<file path="config.mk">
export PLATFORM = sky130hd
export DESIGN_NAME = pixout_fmt
export DESIGN_NICKNAME = d
export VERILOG_FILES = /design/src/rtl/pof_pkg.sv /design/src/rtl/pof_ctrl_reg.sv /design/src/rtl/pof_phase.sv /design/src/rtl/pof_fmt_mux.sv /design/src/rtl/pof_out_stage.sv /design/src/rtl/pixout_fmt.sv
export SDC_FILE = /design/constraint.sdc
export NUM_CORES = 1
export LEC_CHECK = 0
export ABC_AREA = 1
export BUFFER_PORTS_ARGS = -buffer_cell sky130_fd_sc_hd__buf_2
export CORE_AREA = 2 2 62 64
export CTS_CLUSTER_SIZE = 25
export DETAILED_ROUTE_END_ITERATION = 8
export DIE_AREA = 0 0 64 66
export PLACE_DENSITY = 0.84
export SLEW_MARGIN = 15
export SYNTH_ARGS = -nofsm -noshare
export SYNTH_HDL_FRONTEND = slang
export SYNTH_SLANG_ARGS = --single-unit
</file>
<file path="constraint.sdc">
create_clock -name clk -period 2.5 [get_ports clk]
set_clock_uncertainty 0.15 [all_clocks]
set_input_delay 0 -clock clk [delete_from_list [all_inputs] [get_ports clk]]
set_output_delay 0 -clock clk [all_outputs]
set_load 0.02 [all_outputs]
</file>
<file path="src/rtl/pof_pkg.sv">
package pof_pkg;

  typedef enum logic [1:0] {
    FMT_YC8    = 2'd0,
    FMT_YC16   = 2'd1,
    FMT_RGB555 = 2'd2,
    FMT_RGB565 = 2'd3
  } fmt_e;

  typedef struct packed {
    logic pol_low;
    logic dv_half;
    logic dv_strobe;
    fmt_e fmt;
  } ctrl_t;

  localparam int CTRL_FMT_LSB    = 0;
  localparam int CTRL_STROBE_BIT = 4;
  localparam int CTRL_HALF_BIT   = 5;
  localparam int CTRL_POL_BIT    = 6;

  localparam int NFLAG = 5;
  localparam int FL_BLANK = 0;
  localparam int FL_HSYNC = 1;
  localparam int FL_VSYNC = 2;
  localparam int FL_FIELD = 3;
  localparam int FL_VBI   = 4;

endpackage

</file>
<file path="src/rtl/pof_ctrl_reg.sv">
module pof_ctrl_reg
  import pof_pkg::*;
#(
  parameter int CW = 8
) (
  input  logic          clk,
  input  logic          rst_n,
  input  logic          wr_en,
  input  logic [CW-1:0] wr_data,
  output ctrl_t         ctrl_o
);

  ctrl_t ctrl_q;
  ctrl_t ctrl_d;

  always_comb begin
    ctrl_d = ctrl_q;
    if (wr_en) begin
      ctrl_d.fmt       = fmt_e'(wr_data[CTRL_FMT_LSB +: 2]);
      ctrl_d.dv_strobe = wr_data[CTRL_STROBE_BIT];
      ctrl_d.dv_half   = wr_data[CTRL_HALF_BIT];
      ctrl_d.pol_low   = wr_data[CTRL_POL_BIT];
    end
  end

  always_ff @(posedge clk or negedge rst_n) begin
    if (!rst_n) ctrl_q <= '0;
    else        ctrl_q <= ctrl_d;
  end

  assign ctrl_o = ctrl_q;

  assert_cfg_fields_R13: assert property (@(posedge clk) disable iff (!rst_n)
    wr_en |=> (ctrl_o.fmt == fmt_e'($past(wr_data[1:0]))) &&
              (ctrl_o.pol_low == $past(wr_data[CTRL_POL_BIT])));

endmodule

</file>
<file path="src/rtl/pof_phase.sv">
module pof_phase #(
  parameter int PW = 2
) (
  input  logic          clk,
  input  logic          rst_n,
  input  logic          slot_vld,
  input  logic          forced,
  output logic [PW-1:0] phase_o
);

  logic [PW-1:0] phase_q, phase_d;
  logic          prevf_q, prevf_d;
  logic          restart;

  // an active slot that follows a forced-blank slot begins a new line at Cb
  assign restart = prevf_q & ~forced;
  assign phase_o = restart ? '0 : phase_q;

  always_comb begin
    phase_d = phase_q;
    prevf_d = prevf_q;
    if (slot_vld) begin
      phase_d = phase_o + 1'b1;
      prevf_d = forced;
    end
  end

  always_ff @(posedge clk or negedge rst_n) begin
    if (!rst_n) begin
      phase_q <= '0;
      prevf_q <= 1'b1;
    end else begin
      phase_q <= phase_d;
      prevf_q <= prevf_d;
    end
  end

  assert_phase_steps_R2: assert property (@(posedge clk) disable iff (!rst_n)
    (slot_vld && !(prevf_q && !forced)) |=> (phase_q == $past(phase_q) + 1'b1));

endmodule

</file>
<file path="src/rtl/pof_fmt_mux.sv">
module pof_fmt_mux
  import pof_pkg::*;
#(
  parameter int SW = 8,
  parameter int PW = 2,
  localparam int OW = 2 * SW
) (
  input  fmt_e          fmt,
  input  logic [PW-1:0] phase,
  input  logic          forced,
  input  logic [SW-1:0] y,
  input  logic [SW-1:0] c,
  input  logic [SW-1:0] r,
  input  logic [SW-1:0] g,
  input  logic [SW-1:0] b,
  output logic [OW-1:0] word_o
);

  localparam logic [SW-1:0] BLK_Y = SW'(16) << (SW - 8);
  localparam logic [SW-1:0] BLK_C = SW'(1) << (SW - 1);

  logic [OW-1:0] rgb555, rgb565;

  assign rgb555 = OW'({1'b0, r[SW-1 -: 5], g[SW-1 -: 5], b[SW-1 -: 5]});
  assign rgb565 = OW'({r[SW-1 -: 5], g[SW-1 -: 6], b[SW-1 -: 5]});

  always_comb begin
    word_o = '0;
    unique case (fmt)
      FMT_YC8: begin
        if (forced) word_o[OW-1:SW] = phase[0] ? BLK_Y : BLK_C;
        else        word_o[OW-1:SW] = phase[0] ? y : c;
      end
      FMT_YC16:   word_o = forced ? {BLK_Y, BLK_C} : {y, c};
      FMT_RGB555: word_o = forced ? '0 : rgb555;
      default:    word_o = forced ? '0 : rgb565;
    endcase
  end

endmodule

</file>
<file path="src/rtl/pof_out_stage.sv">
module pof_out_stage
  import pof_pkg::*;
#(
  parameter int OW = 16
) (
  input  logic             clk,
  input  logic             rst_n,
  input  logic             load,
  input  logic [OW-1:0]    word_d,
  input  logic             dv_d,
  input  logic [NFLAG-1:0] flags_d,
  output logic [OW-1:0]    word_o,
  output logic             dv_o,
  output logic [NFLAG-1:0] flags_o
);

  logic [OW-1:0] word_q, word_n;
  logic          dv_q;

  always_comb begin
    word_n = word_q;
    if (load) word_n = word_d;
  end

  always_ff @(posedge clk or negedge rst_n) begin
    if (!rst_n) begin
      word_q <= '0;
      dv_q   <= 1'b0;
    end else begin
      word_q <= word_n;
      dv_q   <= dv_d;
    end
  end

  for (genvar i = 0; i < NFLAG; i++) begin : g_flag
    logic fl_q;
    always_ff @(posedge clk or negedge rst_n) begin
      if (!rst_n) fl_q <= 1'b0;
      else        fl_q <= flags_d[i];
    end
    assign flags_o[i] = fl_q;
  end

  assign word_o = word_q;
  assign dv_o   = dv_q;

  assert_hold_when_idle_R8: assert property (@(posedge clk) disable iff (!rst_n)
    !load |=> $stable(word_o));

endmodule

</file>
<file path="src/rtl/pixout_fmt.sv">
module pixout_fmt
  import pof_pkg::*;
#(
  parameter int SW = 8,
  parameter int CW = 8,
  localparam int OW = 2 * SW,
  localparam int PW = 2
) (
  input  logic          clk,
  input  logic          rst_n,
  input  logic          cfg_wr_en,
  input  logic [CW-1:0] cfg_wr_data,
  input  logic          in_vld,
  input  logic [SW-1:0] in_y,
  input  logic [SW-1:0] in_c,
  input  logic [SW-1:0] in_r,
  input  logic [SW-1:0] in_g,
  input  logic [SW-1:0] in_b,
  input  logic          in_blank,
  input  logic          in_hsync,
  input  logic          in_vsync,
  input  logic          in_field,
  input  logic          in_vbi_vld,
  output logic [OW-1:0] pix_o,
  output logic          dvalid_o,
  output logic          blank_o,
  output logic          hsync_o,
  output logic          vsync_o,
  output logic          field_o,
  output logic          vbi_vld_o
);

  // reset: asserted asynchronously, released on a clock edge
  logic rst_s1, rst_ns;
  always_ff @(posedge clk or negedge rst_n) begin
    if (!rst_n) begin
      rst_s1 <= 1'b0;
      rst_ns <= 1'b0;
    end else begin
      rst_s1 <= 1'b1;
      rst_ns <= rst_s1;
    end
  end

  ctrl_t         ctrl;
  logic [PW-1:0] phase;
  logic          forced, half_skip, load, dv_raw, dv_d;
  logic [OW-1:0] word;
  logic [NFLAG-1:0] flags_d, flags_q;

  pof_ctrl_reg #(.CW(CW)) u_ctrl (
    .clk(clk), .rst_n(rst_ns), .wr_en(cfg_wr_en), .wr_data(cfg_wr_data), .ctrl_o(ctrl)
  );

  assign forced = in_blank & ~in_vbi_vld;

  pof_phase #(.PW(PW)) u_phase (
    .clk(clk), .rst_n(rst_ns), .slot_vld(in_vld), .forced(forced), .phase_o(phase)
  );

  pof_fmt_mux #(.SW(SW), .PW(PW)) u_mux (
    .fmt(ctrl.fmt), .phase(phase), .forced(forced),
    .y(in_y), .c(in_c), .r(in_r), .g(in_g), .b(in_b), .word_o(word)
  );

  assign half_skip = ctrl.dv_half & (ctrl.fmt != FMT_YC8) & phase[0];
  assign load      = in_vld & ~half_skip;
  assign dv_raw    = ctrl.dv_strobe ? load : (load & ~forced);
  assign dv_d      = dv_raw ^ ctrl.pol_low;

  always_comb begin
    flags_d           = '0;
    flags_d[FL_BLANK] = in_blank;
    flags_d[FL_HSYNC] = in_hsync;
    flags_d[FL_VSYNC] = in_vsync;
    flags_d[FL_FIELD] = in_field;
    flags_d[FL_VBI]   = in_vbi_vld;
  end

  pof_out_stage #(.OW(OW)) u_out (
    .clk(clk), .rst_n(rst_ns), .load(load), .word_d(word), .dv_d(dv_d),
    .flags_d(flags_d), .word_o(pix_o), .dv_o(dvalid_o), .flags_o(flags_q)
  );

  assign blank_o   = flags_q[FL_BLANK];
  assign hsync_o   = flags_q[FL_HSYNC];
  assign vsync_o   = flags_q[FL_VSYNC];
  assign field_o   = flags_q[FL_FIELD];
  assign vbi_vld_o = flags_q[FL_VBI];

  // independent line-start tracker used only by the checks below
  logic chk_prevf_q;
  always_ff @(posedge clk or negedge rst_ns) begin
    if (!rst_ns)     chk_prevf_q <= 1'b1;
    else if (in_vld) chk_prevf_q <= in_blank & ~in_vbi_vld;
  end

  assert_line_starts_cb_R2: assert property (@(posedge clk) disable iff (!rst_ns)
    (in_vld && chk_prevf_q && !in_blank && ctrl.fmt == FMT_YC8) |=>
      (pix_o[OW-1:SW] == $past(in_c)));

  assert_byte_low_zero_R1: assert property (@(posedge clk) disable iff (!rst_ns)
    (load && ctrl.fmt == FMT_YC8) |=> (pix_o[SW-1:0] == '0));

  assert_rgb_blank_zero_R4: assert property (@(posedge clk) disable iff (!rst_ns)
    (load && in_blank && !in_vbi_vld && ctrl.fmt[1]) |=> (pix_o == '0));

  assert_no_dv_in_blank_R9: assert property (@(posedge clk) disable iff (!rst_ns)
    (in_vld && in_blank && !in_vbi_vld && !ctrl.dv_strobe) |=>
      (dvalid_o == $past(ctrl.pol_low)));

  assert_idle_dv_pol_R12: assert property (@(posedge clk) disable iff (!rst_ns)
    !in_vld |=> (dvalid_o == $past(ctrl.pol_low)));

  assert_hsync_delay_R7: assert property (@(posedge clk) disable iff (!rst_ns)
    1'b1 |=> (hsync_o == $past(in_hsync)) && (field_o == $past(in_field)));

endmodule

</file>
==> results of run 1 <==
## critical path, stage by stage
cell and delay (ns):
dlygate4sd3_1 0.53, buf_2 0.13, nand2_2 0.07, buf_4 0.35
inv_1 0.18, nor2_2 0.27, nand3_1 0.12, nand2_1 0.08
nand2_1 0.04, dlygate4sd3_1 0.55, nand2_1 0.07
## kinds of logic after synthesis
group	count (synthesis)
and+or+nand+nor	159
buffers and inverters	35
DFF	31
AOI/OAI and AO/OA	25
other	1
## timing repair
action / in CTS / in global routing
gates resized for setup: 0 / 1
hold buffers: 58 / 0
endpoints found under the hold margin: 30 / 0
endpoints found under the setup margin: 0 / 3
## layout make-up
class                           count  area, µm²  share of cell area, %
Clock buffer                        6       51.3                   1.87
Clock inverter                      1       5.00                  0.182
Inverter                           25       93.8                   3.41
Multi-Input combinational cell    185        831                   30.2
Sequential cell                    31        777                   28.3
Tap cell                           48       60.1                   2.18
Timing Repair Buffer              127        931                   33.9
## state kept, by name (all words and copies together) (netlist names)
name               count
u_out.word_o          16
u_ctrl.ctrl_o          5
u_out.g_flag.fl_q      5
rst_ns                 1
rst_s1                 1
u_out.dv_o             1
u_phase.phase_q        1
u_phase.prevf_q        1
## cells in the final DEF, fill, tap and decap left out
cell	count
nor2_1	23
conb_1	1
o211ai_1	2
clkbuf_8	1
nand2_1	89
nand2_4	2
dfstp_2	1
nand3_2	1
clkbuf_4	5
inv_2	3
dfrtp_1	30
a21oi_1	9
clkinv_2	1
nand4_1	1
a21oi_2	1
nor2_2	2
nand3_1	36
o21ai_0	13
buf_2	67
nor2_4	2
inv_1	22
dlygate4sd3_1	58
buf_4	2
nand2_2	3
## how the worst max path moves through the flow
stage | start | end | slack (ns) | depth (start not counted)
after floorplan | u_phase.prevf_q | u_out.word_o[15] | 1.13 | 6
after global placement | u_ctrl.ctrl_o[1] | u_out.word_o[15] | 0.71 | 6
after detailed placement | u_ctrl.ctrl_o[1] | u_out.word_o[15] | 0.68 | 6
after CTS | u_ctrl.ctrl_o[1] | u_out.word_o[15] | 0.13 | 7
after global routing | u_ctrl.ctrl_o[1] | u_out.word_o[12] | 0.05 | 9
final | in_blank | u_out.word_o[10] | 0.24 | 11
## routing by layer
| layer | track usage (%) | wire length, µm | vias up |
|---|---|---|---|
| met5 | 0 | 0 | - |
| met4 | 14.9 | 189 | 0 |
| met3 | 7.67 | 402 | 22 |
| met2 | 49.7 | 2800 | 113 |
| met1 | 33.3 | 2200 | 997 |
| li1 | - | - | 1035 |
## cells in the mapped netlist
master     n  area [µm²]
nor2_1    23        86.3
a21oi_2    1        8.76
nand2_1   90         338
conb_1     1        3.75
inv_1     22        82.6
buf_2      3        15.0
nor2_4     2        22.5
clkbuf_1   1        3.75
dfrtp_1   30         751
o21ai_0   13        65.1
a21oi_1    9        45.0
nand2_4    2        22.5
nor2_2     2        12.5
buf_6      2        22.5
nand4_1    1        6.26
inv_2      3        11.3
dfstp_2    1        26.3
nand3_2    1        10.0
o211ai_1   2        15.0
nand2_2    2        12.5
nand3_1   36         180
buf_4      4        30.0
## power by group through the flow
stage | logic [mW] | registers (mW) | clock network, mW
3_5_place_dp | 0.392 | 0.624 | 0
3_3_place_gp | 0.384 | 0.622 | 0
6_report | 0.506 | 0.617 | 0.308
4_1_cts | 0.490 | 0.615 | 0.307
2_1_floorplan | 0.204 | 0.682 | 0
5_1_grt | 0.556 | 0.627 | 0.325
==> results.md, run 1 <==
STA:
- Counting I/O delays and the setup requirement, the final critical path takes 2.26 ns.
- The maximum clock frequency is 442 MHz.
- Dividing the final minimum period by the clock period gives approximately 90%.
- Setup repair after global routing left no endpoint under its margin.
- The transition at the pin with the smallest max-transition slack is 0.582 ns.
- The accumulated negative setup slack is 0 ns.
- Setup violations remaining at the end of the flow were counted as 0.
- The number of pins exceeding their max-slew limit in the final report is 0.
- Setup slack closes at between 0.2 and 0.25 ns.
- The count of endpoints failing hold in the final timing report is 0.
- The relative max-transition margin is 61.2%.
- The worst hold slack is 0.0933 ns.

Power and ir drop:
- The clock network burns ~22% of the power.
- For this design the total switching power over the nets is 513 µW.
- Combinational logic burns 35.4% of the power.
- The sequential share of power is 43.1%.
- The leakage component of the power is 1.51 nW.
- The proportion of total power due to net switching is 35.8%.
- The internal power component is 918 µW.
- The total power of the final layout is 1.43 mW.
- The highest ir drop seen on vdd is 0.358 mV.
- The total power divided by cell area is between 500 and 600 nW/µm².

Logic synthesis:
- The fraction of the mapped netlist area in compound gates is 7.56%.
- The cell area that synthesis handed to floorplanning was between 1500 and 2000 µm².
- The synthesized netlist contains 22 unique library cells.
- After synthesis, the largest family of logic cells by area is simple AND/OR/NAND/NOR gates.
- A synthesized cell averages 7.05 µm².
- The XOR/XNOR share of the synthesized area is 0%.
- Of the total synthesized cell area, the portion taken by full adders, half adders and majority gates is 0%.
- During synthesis, Yosys emitted a total of 0 warnings.
- In this run, synthesis produced a sequential element count of 31.
- Of the total synthesized cell area, the portion taken by AND, OR, NAND and NOR gates is 39.0%.
- The cell count after synthesis came out at roughly 250.
- Multiplexer cells account for 0% of the synthesized area.
- The fraction of the yosys area taken by sequential cells is 43.9%.
- The number of nets handed over by synthesis was 308.

Clock network:
- The number of setup buffers added after CTS is 0.
- No sink is reached through more buffers than the 2 on the longest clock path.
- The CTS clock-pin slew for the worst setup and hold paths is approximately 0.10 ns.
- The number of clock sinks seen by CTS is 31.
- The cell sitting at the root of the clock tree is a clkbuf_4.
- TritonCTS built the clock tree.
- The later-pin clock latency in the skew report is 0.34 ns.
- Counting the buffers created by CTS gives 5.
- The count of H-tree levels built during CTS is 2.

Route:
- The detailed router finished its first iteration with 126 violations.
- The post-detailed-routing wire length is 5590 µm.
- The number of vias per cell after detailed routing is 5.12.
- The number of routed nets with antenna violations is 0.
- After detailed routing, the number of remaining DRC violations is 0.
- The detailed router placed 2167 vias in this run.
- In the final routed layout, each cell accounts on average for 13.2 µm.
- The first detailed-routing pass took 4 iterations.

GRT:
- The first-pass GRT wire length is between 9000 and 10000 µm.
- After global routing the overflow that remains totals 0.
- The initial antenna violation count is 0.
- The via count of the first global-routing pass is 2175.
- The maximum number of pins on one net before global-route repair is 39.
- Global routing consumed, over all layers together, 29.0% of the routing resources.

Worst setup path:
- In this run the critical register-to-register path is captured at u_out.word_o[15].
- The startpoint type of the worst setup path is an input port.
- Data on the critical path is required at its endpoint by 2.63 ns.
- The launching point of the worst reg2reg path is u_ctrl.ctrl_o[1].
- The data arrival time of the worst path is 2.39 ns.
- The logic depth of the worst register-to-register path is 7.
- The critical path is of the in -> reg type.
- The top fanout value on the critical path is 38.
- The worst setup path is captured at a register.
- The setup slack of the most critical reg-to-reg path is roughly 0.24 ns.

Placed design:
- The worst-case setup slack after placement is around 0.68 ns.
- The count of input and output buffers is 67.
- The number of placed instances, taps included, is 358.
- The total cell area at the placement stage is 2110 µm².
- The final weighted congestion in routability-driven placement is 0.854.
- After legalization and detailed placement, the total HPWL measured 3270 µm.

Final layout:
- For this run, the share of the core covered by cells in the final layout is 77.4%.
- The post-route standard cell area excluding fillers is 2750 µm².
- Once layout is complete, the cells apart from fillers number 423.
- 0 antenna diodes ended up in the layout.
- Fill cells in the final layout number 256.
- The area growth from synthesis to layout is 55.3%.
- The post-route netlist has 24.3% of its cells at a drive strength greater than 1.
- After the last flow step, the layout net total stands at 432.

Floorplan:
- The floorplan step defined a die boundary enclosing 4220 µm².
- From left edge to right edge, the die measures around 64 µm.
- The floorplan has 22 rows.
- The core region area is 3550 µm².
- The die is 66 µm tall.
- The starting utilization of the core area is 49.9%.
- In this run the count of I/O pins placed on the die edge is 79.

Min path:
- The path class of the lowest-slack min-delay path is reg -> async.

Status:
- The run finished with clean final reports.

Run:
- The tool flagged a number of max-cap violations equal to 0.
No activity file was read; power rests on OpenSTA's default activity.
==> run 2, diff against run 1 <==
- CORE_AREA: 2 2 62 64 -> 2 2 65 67
- DIE_AREA: 0 0 64 66 -> 0 0 67 69
- PLACE_DENSITY: 0.84 -> 0.77
- clock period: 2.5 -> 2.1 ns (I/O delays scaled with it)
==> run 2 against run 1 <==
Compared with the run above:
- the run now ends with negative hold slack left
- critical path type unchanged
- die area increased by 9.4%
- routed wire length shrank 1.1%
- clock-buffer cell count unchanged
- via count is 3.6% lower
==> results.md, run 2 (synthesis gave the netlist of run 1 again) <==
Status:
- The flow ran to the end, but the final reports show violations.
- The final reports fail on negative hold slack.

Power and ir drop:
- The leakage component of the power was 1.51 nW (+0.38%).
- The logic gate share of total power was 32.0% (-3.4 points).
- The total power divided by cell area came to 647 nW/µm² (+24%).
- The sequential share of power was 41.5% (-1.6 points).
- The internal power component is 1.17 mW (+28%).
- The highest ir drop seen on vdd was 0.432 mV (+21%).
- The power share of the clock group is 26.6% (+5.1 points).
- The proportion of total power due to net switching is 34.0% (-1.8 points).
- The net switching power of the design came to 605 µW (+18%).

Worst setup path:
- Traced cell by cell, the critical path runs through dlygate4sd3_1, buf_2, inv_1, nand2_4, buf_8, nand2_4, o21ai_1, dlygate4sd3_1, nand2_1, nand2_1.
- On the critical path, the stage with the largest delay is an instance of dlygate4sd3_1.
- The gate family responsible for the most delay along the worst path is buffers and inverters.
- The critical path's largest stage delay was 0.61 ns (+0.06 ns).
- STA classifies the critical path endpoint as a register.
- The number of buffer and inverter instances along the worst setup path came to 5 (unchanged).
- The startpoint type of the worst setup path is an input port.
- The top fanout value on the critical path is 26 (-32%).
- The data arrival time of the worst path was 2.08 ns (-0.31 ns).
- The startpoint-to-endpoint class of the critical path is in -> reg.
- The data required time at the worst endpoint is 2.17 ns (-0.46 ns).

Route:
- The wire length on met1 is 2310 µm (+4.8%).
- The overall via count from detail_route is 2090 (-3.6%).
- The first-pass detailed-route iteration total is 4 (unchanged).
- The sum of met3 wire segment lengths after detailed routing is 390 µm (-3.0%).
- The top routing layer in use is met4.
- The number of vias per cell after detailed routing is 4.96 (-3.1%).
- The iteration-0 DRC count of the detailed router is 175 (+39%).
- The met2 routed wirelength is 2690 µm (-4.0%).
- The DRC violations left came to 0 (unchanged).
- The number of routed nets with antenna violations is 0 (unchanged).
- The final routed wire length divided by cell count is 13.1 µm (-0.66%).
- The post-detailed-routing wire length is 5530 µm (-1.1%).

Placed design:
- The half-perimeter wire length of the detailed placement result came to 3220 µm (-1.5%).
- The final weighted congestion in routability-driven placement came to 0.851 (-0.43%).
- The count of input and output buffers is 67 (unchanged).
- The worst-case setup slack after placement is 0.335 ns (-0.348 ns).

Clock network:
- TritonCTS built the clock tree.
- The CTS clock-pin slew for the worst setup and hold paths is 0.06 ns (-0.04 ns).
- The later-pin clock latency in the skew report is 0.28 ns (-0.06 ns).
- The TritonCTS buffer count was 5 (unchanged).
- The number of buffers on the longest clock path was 2 (unchanged).
- The tree is rooted in a clkbuf_8.
- The count of H-tree levels built during CTS is 2 (unchanged).
- The number of clock sinks seen by CTS is 31 (unchanged).

GRT:
- The total congestion overflow after global routing was 0 (unchanged).
- The via count of the first global-routing pass is 2099 (-3.5%).
- The combined global-route utilization of all metal layers is 26.4% (-2.6 points).
- The first-pass GRT wire length is 9350 µm (+0.15%).
- The initial antenna violation count came to 0 (unchanged).
- The maximum number of pins on one net before global-route repair is 27 (-31%).

Final layout:
- The final-stage net count is 428 (-0.93%).
- The final antenna diode count is 0 (unchanged).
- The share of layout cells above drive strength 1 is 25.3% (+1.1 points).
- The area overhead of the layout relative to synthesis is 55.3% (about the same).
- The number of flip-flops in the largest register is 16 (unchanged).
- The library cell used most frequently in the layout, excluding fill and tap cells, is nand2_1.
- In the layout the commonest cells are 90 x nand2_1, 67 x buf_2, 52 x dlygate4sd3_1, 36 x nand3_1, 28 x dfrtp_1.

STA:
- The count of endpoints failing hold in the final timing report is 1 (+1).
- The worst hold slack is -0.00218 ns (-0.0955 ns).
- The relative max-transition margin is 54.3% (-6.9 points).
- Static timing analysis puts the maximum clock frequency at 498 MHz.
- The setup slack of the critical path after layout is 0.0919 ns (-0.147 ns).
- The accumulated negative setup slack came to 0 ns (unchanged).
- The shortest clock period the worst path allows after layout is 2.01 ns.
- The transition at the pin with the smallest max-transition slack is 0.685 ns (+0.103 ns).
- The final-report setup violation count is 0 (unchanged).
- Setup repair after global routing left no endpoint under its margin.
- Of the available clock period, the critical path in the final layout requires 95.6%.
- The number of pins exceeding their max-slew limit in the final report was 0 (unchanged).

Floorplan:
- The die width is 67 µm (+4.7%).
- The core region area is 3910 µm² (+10%).
- The starting utilization of the core area was 45.2% (-4.6 points).
- The standard-cell row count was 23 (+4.5%).
- The die footprint is 4620 µm² (+9.4%).
- The count of pins on the block boundary came to 79 (unchanged).
- The floorplan die height came to 69 µm (+4.5%).

Run:
- The reported max-cap violation count is 0 (unchanged).

Min path:
- The worst hold path belongs to the class in -> reg.
run 2: changes by cell type in the layout (fill, tap and decap cells not counted), moves of 2 or more:
cell,before,now
dfrtp_1,30,28
clkbuf_8,1,6
nand2_2,3,1
dlygate4sd3_1,58,52
dfrtp_2,0,2
clkbuf_4,5,0
run 2: metal layers:
metal,vias up,track usage [%]
li1,1026,-
met5,-,0
met1,956,33.4
met3,14,6.69
met4,0,11.1
met2,94,42.2
run 2: layout make-up:
class / count / area (µm²)
timing repair buffer: 123 / 893
sequential: 31 / 779
multi-input combinational: 185 / 833
fill: 319 / 1160
clock buffer: 6 / 82.6
clock inverter: 1 / 5.00
inverter: 25 / 93.8
tap: 50 / 62.6
run 2: final timing paths:
path	slack [ns]	start	depth (start not counted)	endpoint
max in group asynchronous	1.02	rst_ns	1	u_out.g_flag[4].fl_q
setup / recovery	0.09	in_vbi_vld	10	u_out.word_o[3]
min in group asynchronous	0.13	rst_ns	0	u_out.word_o[2]
hold / removal	-0.002	in_r[7]	5	u_out.word_o[15]
hold reg to reg	0.13	rst_ns	0	u_out.word_o[2]
setup reg to reg	0.11	u_ctrl.ctrl_o[1]	6	u_out.word_o[3]
run 2: through the flow:
step                      hold slack [ns]  util [%]  power (mW)  area [µm²]  cells
after floorplan                    -0.446         -        1.05        1770    251
after global placement             -0.364      54.3        1.20        2130    362
after detailed placement           -0.364      54.3        1.21        2130    362
after CTS                         0.00590      69.9        1.77        2740    421
after global routing               0.0345      70.3        1.89        2750    421
final                            -0.00218      70.3        1.78        2750    421
run 2: worst register-to-register path: cells and delay by family, from the launching register on:
| family | cells | cell delay, ns |
|---|---|---|
| buffers and inverters | 1 | 0.61 |
| DFF | 1 | 0.50 |
| and+or+nand+nor | 4 | 0.49 |
| AOI/OAI and AO/OA | 1 | 0.18 |
run 2: power groups by stage:
| stage | Combinational (mW) | Sequential [mW] | Clock (mW) |
|---|---|---|---|
| 2_1_floorplan | 0.243 | 0.812 | 0 |
| 3_3_place_gp | 0.461 | 0.743 | 0 |
| 3_5_place_dp | 0.466 | 0.745 | 0 |
| 4_1_cts | 0.551 | 0.735 | 0.480 |
| 5_1_grt | 0.630 | 0.750 | 0.512 |
| 6_report | 0.568 | 0.738 | 0.472 |
run 2: timing repair:
| item | 4_1_cts | 5_1_grt |
|---|---|---|
| hold buffers | 52 | 0 |
| resized for setup | 0 | 6 |
| setup endpoints to repair | 0 | 3 |
| hold endpoints to repair | 30 | 0 |
| setup buffers | 0 | 0 |
